File: src/rtl/fpstk_ctrl.sv
module fpstk_ctrl #(
  parameter int DATA_W = 80,
  parameter int NREG   = 8,
  parameter int PTR_W  = 48
) (
  input  logic              clk,
  input  logic              rst_n,
  input  logic [2:0]        cmd_op,
  input  logic [2:0]        cmd_idx,
  input  logic              push_copy,
  input  logic [DATA_W-1:0] wr_data,
  input  logic [PTR_W-1:0]  ip_in,
  input  logic [PTR_W-1:0]  dp_in,
  input  logic [2:0]        rd_idx,
  output logic [DATA_W-1:0] rd_data,
  output logic [1:0]        rd_tag,
  output logic [15:0]       ctrl_word,
  output logic [15:0]       status_word,
  output logic [15:0]       tag_word,
  output logic [PTR_W-1:0]  ip_out,
  output logic [PTR_W-1:0]  dp_out
);
  localparam int IW = $clog2(NREG);
  localparam logic [2:0] OP_INIT = 3'd1, OP_PUSH = 3'd2, OP_POP = 3'd3,
                         OP_INC = 3'd4, OP_FREE = 3'd5;
  localparam logic [1:0] T_VALID = 2'b00, T_EMPTY = 2'b11;
  localparam logic [15:0] CW_INIT = 16'h037F;

  logic [DATA_W-1:0] regs [NREG];
  logic [1:0]        tags [NREG];
  logic [IW-1:0]     top;
  logic [15:0]       cw;
  logic              ie, sf, c1;

  wire [IW-1:0] new_top  = top - 1'b1;
  wire [IW-1:0] src_phys = top + cmd_idx;
  wire [IW-1:0] rd_phys  = top + rd_idx;
  wire          ovf      = tags[new_top] != T_EMPTY;
  wire          src_unf  = push_copy && (tags[src_phys] == T_EMPTY);
  wire          pop_unf  = tags[top] == T_EMPTY;
  wire [DATA_W-1:0] push_val = push_copy ? regs[src_phys] : wr_data;

  assign rd_data     = regs[rd_phys];
  assign rd_tag      = tags[rd_phys];
  assign ctrl_word   = cw;
  assign status_word = {2'b00, top, 1'b0, c1, 2'b00, sf, 5'b00000, ie};

  for (genvar k = 0; k < NREG; k++) begin : g_tag
    assign tag_word[2*k +: 2] = tags[k];
  end

  always_ff @(posedge clk or negedge rst_n) begin
    if (!rst_n) begin
      for (int k = 0; k < NREG; k++) begin
        regs[k] <= '0;
        tags[k] <= T_EMPTY;
      end
      top <= '0; cw <= CW_INIT; ie <= 1'b0; sf <= 1'b0; c1 <= 1'b0;
      ip_out <= '0; dp_out <= '0;
    end else begin
      case (cmd_op)
        OP_INIT: begin
          for (int k = 0; k < NREG; k++) tags[k] <= T_EMPTY;
          top <= '0; cw <= CW_INIT; ie <= 1'b0; sf <= 1'b0; c1 <= 1'b0;
          ip_out <= '0; dp_out <= '0;
        end
        OP_PUSH: begin
          ip_out <= ip_in; dp_out <= dp_in;
          if (src_unf) begin
            ie <= 1'b1; sf <= 1'b1; c1 <= 1'b0;
          end else if (ovf) begin
            ie <= 1'b1; sf <= 1'b1; c1 <= 1'b1;
          end else begin
            regs[new_top] <= push_val;
            tags[new_top] <= T_VALID;
            top <= new_top;
            c1 <= 1'b0;
          end
        end
        OP_POP: begin
          ip_out <= ip_in; dp_out <= dp_in;
          if (pop_unf) begin
            ie <= 1'b1; sf <= 1'b1;
          end
          c1 <= 1'b0;
          tags[top] <= T_EMPTY;
          top <= top + 1'b1;
        end
        OP_INC:  top <= top + 1'b1;
        OP_FREE: tags[src_phys] <= T_EMPTY;
        default: ;
      endcase
    end
  end

  AST_INIT_CW: assert property (@(posedge clk) disable iff (!rst_n)
    cmd_op == OP_INIT |=> ctrl_word == 16'h037F);
  AST_INIT_SW: assert property (@(posedge clk) disable iff (!rst_n)
    cmd_op == OP_INIT |=> status_word == 16'h0000);
  AST_INIT_TAG: assert property (@(posedge clk) disable iff (!rst_n)
    cmd_op == OP_INIT |=> tag_word == 16'hFFFF);
  AST_INIT_PTR: assert property (@(posedge clk) disable iff (!rst_n)
    cmd_op == OP_INIT |=> (ip_out == '0 && dp_out == '0));
  AST_PUSH_OK: assert property (@(posedge clk) disable iff (!rst_n)
    (cmd_op == OP_PUSH && !ovf && !src_unf) |=>
      (status_word[13:11] == 3'($past(status_word[13:11]) - 3'd1) && !status_word[9]));
  AST_NO_OVERFLOW: assert property (@(posedge clk) disable iff (!rst_n)
    (cmd_op == OP_PUSH && !src_unf && ovf) |=>
      (status_word[9] && status_word[6] && status_word[0] && $stable(tag_word)
       && status_word[13:11] == $past(status_word[13:11])));
  AST_POP_C1: assert property (@(posedge clk) disable iff (!rst_n)
    cmd_op == OP_POP |=> (!status_word[9] && status_word[13:11] == 3'($past(status_word[13:11]) + 3'd1)));
  AST_INC_TAGS: assert property (@(posedge clk) disable iff (!rst_n)
    cmd_op == OP_INC |=> $stable(tag_word));
  AST_FREE_TOP: assert property (@(posedge clk) disable iff (!rst_n)
    cmd_op == OP_FREE |=> $stable(status_word));
  AST_STICKY: assert property (@(posedge clk) disable iff (!rst_n)
    (status_word[6] && cmd_op != OP_INIT) |=> status_word[6]);
endmodule

File: config.mk
export PLATFORM = sky130hd
export DESIGN_NAME = fpstk_ctrl
export DESIGN_NICKNAME = d
export VERILOG_FILES = /design/src/rtl/fpstk_ctrl.sv
export SDC_FILE = /design/constraint.sdc
export NUM_CORES = 2
export LEC_CHECK = 0
export BUFFER_PORTS_ARGS = -buffer_cell sky130_fd_sc_hd__buf_2
export CAP_MARGIN = 20
export CORE_MARGIN = 3
export CORE_UTILIZATION = 45
export CTS_CLUSTER_DIAMETER = 120
export DETAILED_ROUTE_END_ITERATION = 16
export GPL_TIMING_DRIVEN = 0
export PLACE_DENSITY = 0.66
export SLEW_MARGIN = 5
export SYNTH_ARGS = -nofsm -noshare
export SYNTH_HDL_FRONTEND = slang
export SYNTH_SLANG_ARGS = --single-unit
File: constraint.sdc
create_clock -name clk -period 3.8 [get_ports clk]
set_clock_uncertainty 0.2 [all_clocks]
set_input_delay 0.76 -clock clk [delete_from_list [all_inputs] [get_ports clk]]
set_output_delay 0.76 -clock clk [all_outputs]
set_load 0.005 [all_outputs]
### Yosys cells after proc, flatten, opt, wreduce, memory -nomap -nowiden

Index checks and enable logic that the tools add are counted.

| operators by class | value |
|---|---|
| add/sub/neg operators | 4 |
| order comparisons | 7 |
| equal/unequal tests | 12 |
| mux-type cells | 43 |
| bitwise logic cells | 10 |
| reductions and logical operators | 16 |

Operator list:

| operator | number |
|---|---|
| 640-bit bitwise mux | 1 |
| 80-bit binary-select mux with 3-bit select | 2 |
| 80-bit 2-to-1 mux | 6 |
| 80-bit demux with 3-bit select | 1 |
| 48-bit one-hot mux with 2 select lines | 2 |
| 16-bit one-hot mux with 4 select lines | 1 |
| 16-bit 2-to-1 mux | 2 |
| 16-bit bitwise OR | 2 |
| 2-bit binary-select mux with 3-bit select | 4 |
| 2-bit 2-to-1 mux | 11 |
| 2-bit demux with 3-bit select | 3 |
| 16-bit bitwise AND | 1 |
| 4-bit greater-or-equal comparator, second input constant | 4 |
| 16-bit inverter | 1 |
| 3-bit inverter with 4-bit output | 4 |
| 4-bit by 1-bit < comparator with 1-bit output, second input constant | 3 |
| 3-bit AND reduction | 4 |
| 3-bit one-hot mux with 3 select lines | 1 |
| 2-bit inequality test, second input constant | 4 |
| 3-bit adder | 2 |
| 3-bit by 2-bit equality test with 1-bit output, second input constant | 2 |
| 3-bit equality test, second input constant | 2 |
| 3-bit 2-to-1 mux | 2 |
| 3-bit nonzero test | 2 |
| 13 further kinds | 25 |

| word-level totals | value |
|---|---|
| bits in registers | 757 |
| input port bits | 188 |
| output and inout port bits | 226 |
| logic and storage cells | 113 |

### Logic depth before layout (Yosys ltp)

| logic depth | value |
|---|---|
| depth after elaboration | 11 |
| gate-level depth with buffers | 11 |
| gate-level depth less buffers | 8 |

### Worst setup path before layout

OpenSTA, ideal clock, no wires.

| timing path | value |
|---|---|
| kind | input-to-output |
| start point | input rd_idx[0] |
| end point | output rd_data[20] |
| arrival | 2.923 ns |
| data required time | 2.840 ns |
| slack | -0.083 ns |
| cell stages on the path | 8 |
| path buffers | 2 |
| cell sequence | ha_1 > fa_1 > xnor2_1 > xnor2_1 > clkbuf_1 > clkbuf_1 > mux4_2 > mux2_2 |

| between the ends | value |
|---|---|
| word-level cells in the longest chain between the ends | 5 |

RTL lines:

| item | RTL line | source |
|---|---|---|
| start: declaration | 14 | `input logic [2:0] rd_idx,` |
| 3-bit adder | 37 | `wire [IW-1:0] rd_phys = top + rd_idx;` |
| 3-bit inverter with 4-bit output (implied by the code) | 43 | `assign rd_data = regs[rd_phys];` |
| 80-bit binary-select mux with 3-bit select | 43 |  |
| 80-bit 2-to-1 mux (implied by the code) (2 in a row) | 43 |  |
| end: declaration | 15 | `output logic [DATA_W-1:0] rd_data,` |

Every way passes these cells. The select of a mux whose other input is x is not followed.

### Worst setup path after layout

| timing path | value |
|---|---|
| start point | register top[0] |
| end point | output rd_data[57] |

| between the ends | value |
|---|---|
| word-level cells in the longest chain between the ends | 5 |

RTL lines:

| item | RTL line | source |
|---|---|---|
| start: declaration | 31 | `logic [IW-1:0] top;` |
| start signal: assignment | 76 | `top <= new_top;` |
| start signal: assignment | 87 | `top <= top + 1'b1;` |
| start signal: assignment | 89 | `OP_INC: top <= top + 1'b1;` |
| 3-bit adder | 37 |  |
| 3-bit inverter with 4-bit output (implied by the code) | 43 |  |
| 80-bit binary-select mux with 3-bit select | 43 |  |
| 80-bit 2-to-1 mux (implied by the code) (2 in a row) | 43 |  |

Every way passes these cells. The select of a mux whose other input is x is not followed.

==> flow_summary.html <==
<table>
<tr><th>Metric</th><th>Value</th></tr>
<tr><th colspan="2">Placed design</th></tr>
<tr><td>Number of I/O port buffers</td><td>386</td></tr>
<tr><td>RD Place Congestion</td><td>0.914</td></tr>
<tr><td>Cell area reported after detailed placement</td><td>a little under 50000 µm²</td></tr>
<tr><td>HPWL after detailed placement</td><td>106000 µm</td></tr>
<tr><td>Number of instances in the placed design</td><td>between 5000 and 6000</td></tr>
<tr><th colspan="2">Critical path</th></tr>
<tr><td>Largest delay share family, worst path</td><td>buffers and inverters</td></tr>
<tr><td>Endpoint type of the worst setup path</td><td>primary output</td></tr>
<tr><td>Ordered cell list for the critical path</td><td>ha_4 -&gt; fa_2 -&gt; xnor2_4 -&gt; xnor2_2 -&gt; buf_6 -&gt; clkbuf_16 -&gt; clkbuf_16 -&gt; mux4_2 -&gt; mux2_4 -&gt; buf_6</td></tr>
<tr><td>Worst-path cell with the longest stage delay</td><td>dfrtp_2</td></tr>
<tr><td>Largest fanout on the critical path</td><td>8</td></tr>
<tr><td>Delay of the slowest critical-path stage</td><td>around 0.45 ns</td></tr>
<tr><td>WP buf/inv</td><td>4</td></tr>
<tr><td>Required arrival time at the worst endpoint</td><td>about 2.8 ns</td></tr>
<tr><td>Type of element launching the critical path</td><td>flop</td></tr>
<tr><td>Setup CP Type</td><td>reg -&gt; out</td></tr>
<tr><td>Arrival @ worst endpoint</td><td>~3.4 ns</td></tr>
<tr><th colspan="2">Route</th></tr>
<tr><td>Number of vias in the routed layout</td><td>37200</td></tr>
<tr><td>Post-route ant nets</td><td>0</td></tr>
<tr><td>Average wire per standard cell</td><td>25.4 µm</td></tr>
<tr><td>Final routed wirelength across all metal layers</td><td>159000 µm</td></tr>
<tr><td>DRC violation count after routing</td><td>0</td></tr>
<tr><td>Vias per inst</td><td>about 6</td></tr>
<tr><td>Detailed-routing iteration count for the pre-antenna-repair pass</td><td>6</td></tr>
<tr><td>Number of design-rule violations left by the first detailed-router iteration</td><td>3665</td></tr>
<tr><th colspan="2">Global routing</th></tr>
<tr><td>Initial antenna violation count</td><td>4</td></tr>
<tr><td>Largest net degree at the start of global routing</td><td>109</td></tr>
<tr><td>Global Route Usage Sum</td><td>0.304</td></tr>
<tr><td>Wire length of the first global-routing pass</td><td>between 200000 and 250000 µm</td></tr>
<tr><td>Total congestion overflow after global routing</td><td>0</td></tr>
<tr><td>Number of global-route vias before repair</td><td>around 37000</td></tr>
<tr><th colspan="2">Synth</th></tr>
<tr><td>Mapped cell area</td><td>44500 µm²</td></tr>
<tr><td>Sequential-to-total area share from yosys stat</td><td>0.426</td></tr>
<tr><td>Ys async rst share</td><td>1.00</td></tr>
<tr><td>Synth Register Bits</td><td>between 700 and 800</td></tr>
<tr><td>Unique cell type count in the Yosys netlist</td><td>between 50 and 60</td></tr>
<tr><td>Number of warnings printed during yosys synthesis</td><td>0</td></tr>
<tr><td>Synthesized instance count</td><td>between 4000 and 5000</td></tr>
<tr><td>Post-synthesis average cell area</td><td>10.4 µm²</td></tr>
<tr><td>Top_reg_cell synth</td><td>dfrtp_1</td></tr>
<tr><td>Number of enable flip-flop cells after synthesis</td><td>0</td></tr>
<tr><th colspan="2">Layout</th></tr>
<tr><td>Area occupied by multi-input gates</td><td>around 22000 µm²</td></tr>
<tr><td>Final cell count without fillers</td><td>6277</td></tr>
<tr><td>Utilization of the core after routing</td><td>0.551</td></tr>
<tr><td>Area added between synthesis and finish</td><td>20.6%</td></tr>
<tr><td>Fill cell count</td><td>around 8400</td></tr>
<tr><td>FF+latch area</td><td>19000 µm²</td></tr>
<tr><td>Fraction of layout instances using a drive strength above 1</td><td>0.242</td></tr>
<tr><td>Final nets</td><td>5117</td></tr>
<tr><td>Post-Layout Inst Area</td><td>53600 µm²</td></tr>
<tr><th colspan="2">Clock network</th></tr>
<tr><td>CTS sink count</td><td>roughly 760</td></tr>
<tr><td>Skew-Pair Late Insertion Delay</td><td>between 0.6 and 0.7 ns</td></tr>
<tr><td>Clock tree buffer depth</td><td>3</td></tr>
<tr><td>Root cell of the clock tree</td><td>clkbuf_16</td></tr>
<tr><td>Post-CTS clock slew at the launch and capture registers of the worst setup and hold paths</td><td>0.06 ns</td></tr>
<tr><td>Number of H-tree levels</td><td>3</td></tr>
<tr><td>TritonCTS clock tree</td><td>built</td></tr>
<tr><td>Cts bufs inserted</td><td>86</td></tr>
<tr><th colspan="2">Timing</th></tr>
<tr><td>Minimum period implied by the final worst setup slack</td><td>between 4 and 5 ns</td></tr>
<tr><td>RSZ-0062 raised after global routing</td><td>true</td></tr>
<tr><td>Period utilization</td><td>1.14</td></tr>
<tr><td>Final Worst Setup Slack</td><td>-0.523 ns</td></tr>
<tr><td>Final-layout setup total negative slack</td><td>-38.58 ns</td></tr>
<tr><td>Top achievable clock speed</td><td>231 MHz</td></tr>
<tr><td>Max-slew violation count</td><td>0</td></tr>
<tr><td>Final hold vios</td><td>0</td></tr>
<tr><td>Max-Slew Margin vs Limit</td><td>0.249</td></tr>
<tr><td>Final Setup Violations</td><td>82</td></tr>
<tr><td>Worst-Margin Slew</td><td>1.13 ns</td></tr>
<tr><th colspan="2">Job</th></tr>
<tr><td>Max capacitance violation total</td><td>0</td></tr>
<tr><th colspan="2">Power</th></tr>
<tr><td>Static Leakage</td><td>24.7 nW</td></tr>
<tr><td>Maximum resistive drop on vdd</td><td>0.000527 V</td></tr>
<tr><td>Power density over the cells</td><td>830 nW/µm²</td></tr>
<tr><td>Power Total</td><td>44.5 mW</td></tr>
<tr><th colspan="2">Run status</th></tr>
<tr><td>Outcome</td><td>finished with violations</td></tr>
<tr><td>Violated checks</td><td>negative setup slack</td></tr>
<tr><th colspan="2">Floorplanning</th></tr>
<tr><td>Starting density of the core</td><td>0.457</td></tr>
<tr><td>Horizontal die dimension</td><td>320 µm</td></tr>
<tr><td>Floorplan row count</td><td>114</td></tr>
<tr><td>Die footprint</td><td>around 100000 µm²</td></tr>
<tr><td>Top-level port count</td><td>just over 400</td></tr>
<tr><td>Std-Cell Core Area</td><td>97400 µm²</td></tr>
<tr><td>Die Y</td><td>320 µm</td></tr>
<tr><th colspan="2">Hold path</th></tr>
<tr><td>Path type of the worst min-delay path</td><td>in -&gt; reg</td></tr>
</table>
power by group:
part | switching (mW) | internal (mW) | total [mW]
sequential | 1.95 | 10.4 | 12.4
combinational | 13.6 | 10.1 | 23.7
clock | 3.54 | 4.92 | 8.46
total | 19.1 | 25.4 | 44.5
placed cells by master, fill, tap and decap left out, types with 22 or more instances in the layout:
cell type	netlist	routed
a22o_1	98	98
nand2_1	175	175
o211ai_1	239	239
mux4_2	168	168
nor2_1	99	96
buf_2	54	378
clkbuf_1	192	129
dfrtp_1	741	739
o21ai_0	167	167
mux2_4	0	61
buf_6	16	91
conb_1	2	26
nand4_1	81	81
buf_4	78	198
nor2b_1	160	160
clkbuf_16	0	103
clkbuf_2	0	53
inv_1	660	660
mux2i_1	723	723
and2_1	159	159
clkbuf_8	0	22
nand3_1	95	95
a31oi_1	164	160
area by class of cell:
| type | count | area share |
|---|---|---|
| Multi-Input combinational cell | 2524 | 0.403 |
| Antenna cell | 5 | 0.000233 |
| Clock buffer | 133 | 0.0485 |
| Tap cell | 1276 | 0.0298 |
| Inverter | 661 | 0.0463 |
| Timing Repair Buffer | 534 | 0.0700 |
| Sequential cell | 757 | 0.354 |
| Buffer | 359 | 0.0441 |
| Clock inverter | 28 | 0.00429 |
repair_timing:
item | 4_1_cts | 5_1_grt
pin swaps | 65 | 24
gates resized for setup | 288 | 88
buffers inserted | 100 | 19
gates cloned | 6 | 4
hold buffers | 1 | 0
endpoints found under the hold margin | 76 | 0
setup endpoints to repair | 743 | 739
metal layers:
| metal | vias up | wire (µm) | global-route usage |
|---|---|---|---|
| met3 | 426 | 15700 | 0.0831 |
| met4 | 2 | 7170 | 0.134 |
| li1 | 16200 | - | - |
| met5 | - | 14 | 0 |
| met1 | 18600 | 65100 | 0.411 |
| met2 | 1970 | 71100 | 0.459 |
worst paths after layout:
path                        startpoint          end  slack, ns  depth (start not counted)
hold / removal                dp_in[7]    dp_out[7]       0.13                          2
setup reg to reg                top[1]    regs[360]       0.04                         13
max in group asynchronous        rst_n    regs[361]       0.61                          6
min in group asynchronous        rst_n   dp_out[41]       0.43                          2
hold reg to reg            tag_word[3]  tag_word[3]       0.29                          2
setup / recovery                top[0]  rd_data[57]      -0.52                         10
worst reg2reg max path, delay by kind of cell, from the launching register on:
| family | cells | cell delay [ns] |
|---|---|---|
| AOI/OAI and AO/OA | 2 | 0.42 |
| xor gates and xnor gates | 1 | 0.25 |
| adders and majority gates | 1 | 0.36 |
| buffers and inverters | 7 | 1.58 |
| DFF | 1 | 0.48 |
| muxes | 1 | 0.15 |
| and+or+nand+nor | 1 | 0.21 |
Yosys cell counts (16+ instances only):
library cell    n  area [µm²]
a21oi_1        21         105
a22o_1         98         858
a31oi_1       164        1030
and2_1        159         995
buf_1          24        90.1
buf_2          54         270
buf_4          78         586
buf_6          16         180
clkbuf_1      192         721
dfrtp_1       741       18500
dfstp_2        16         420
inv_1         660        2480
mux2_2         82         923
mux2i_1       723        7240
mux4_2        168        3780
nand2_1       175         657
nand3_1        95         475
nand4_1        81         507
nor2_1         99         372
nor2b_1       160        1000
o211ai_1      239        1790
o21ai_0       167         836
state kept, by name, summed over array words and instances (netlist names):
signal    flops
c1            1
dp_out       48
ip_out       48
regs        640
sf            1
tag_word     16
top           3
cells by family (layout without fill, tap and decap cells):
logic type                 Yosys count  count (layout)  synth area share
other                                2              31          0.000169
buffers and inverters             1026            1715            0.0975
and+or+nand+nor                    790             790            0.0933
DFF                                757             757             0.426
AOI/OAI and AO/OA                  719             719             0.109
adders and majority gates            6               6           0.00203
xor gates and xnor gates             9               9           0.00259
muxes                              974             974             0.269
through the flow:
step                hold WS, ns  worst slack, ns
floorplan                 0.251          -0.0831
global placement          0.273           -15.03
detailed placement        0.273            -1.58
CTS                      0.0902           -0.542
global route              0.112           -0.545
finish                    0.127           -0.523
Note: power is estimated with default switching activity, not from simulation.
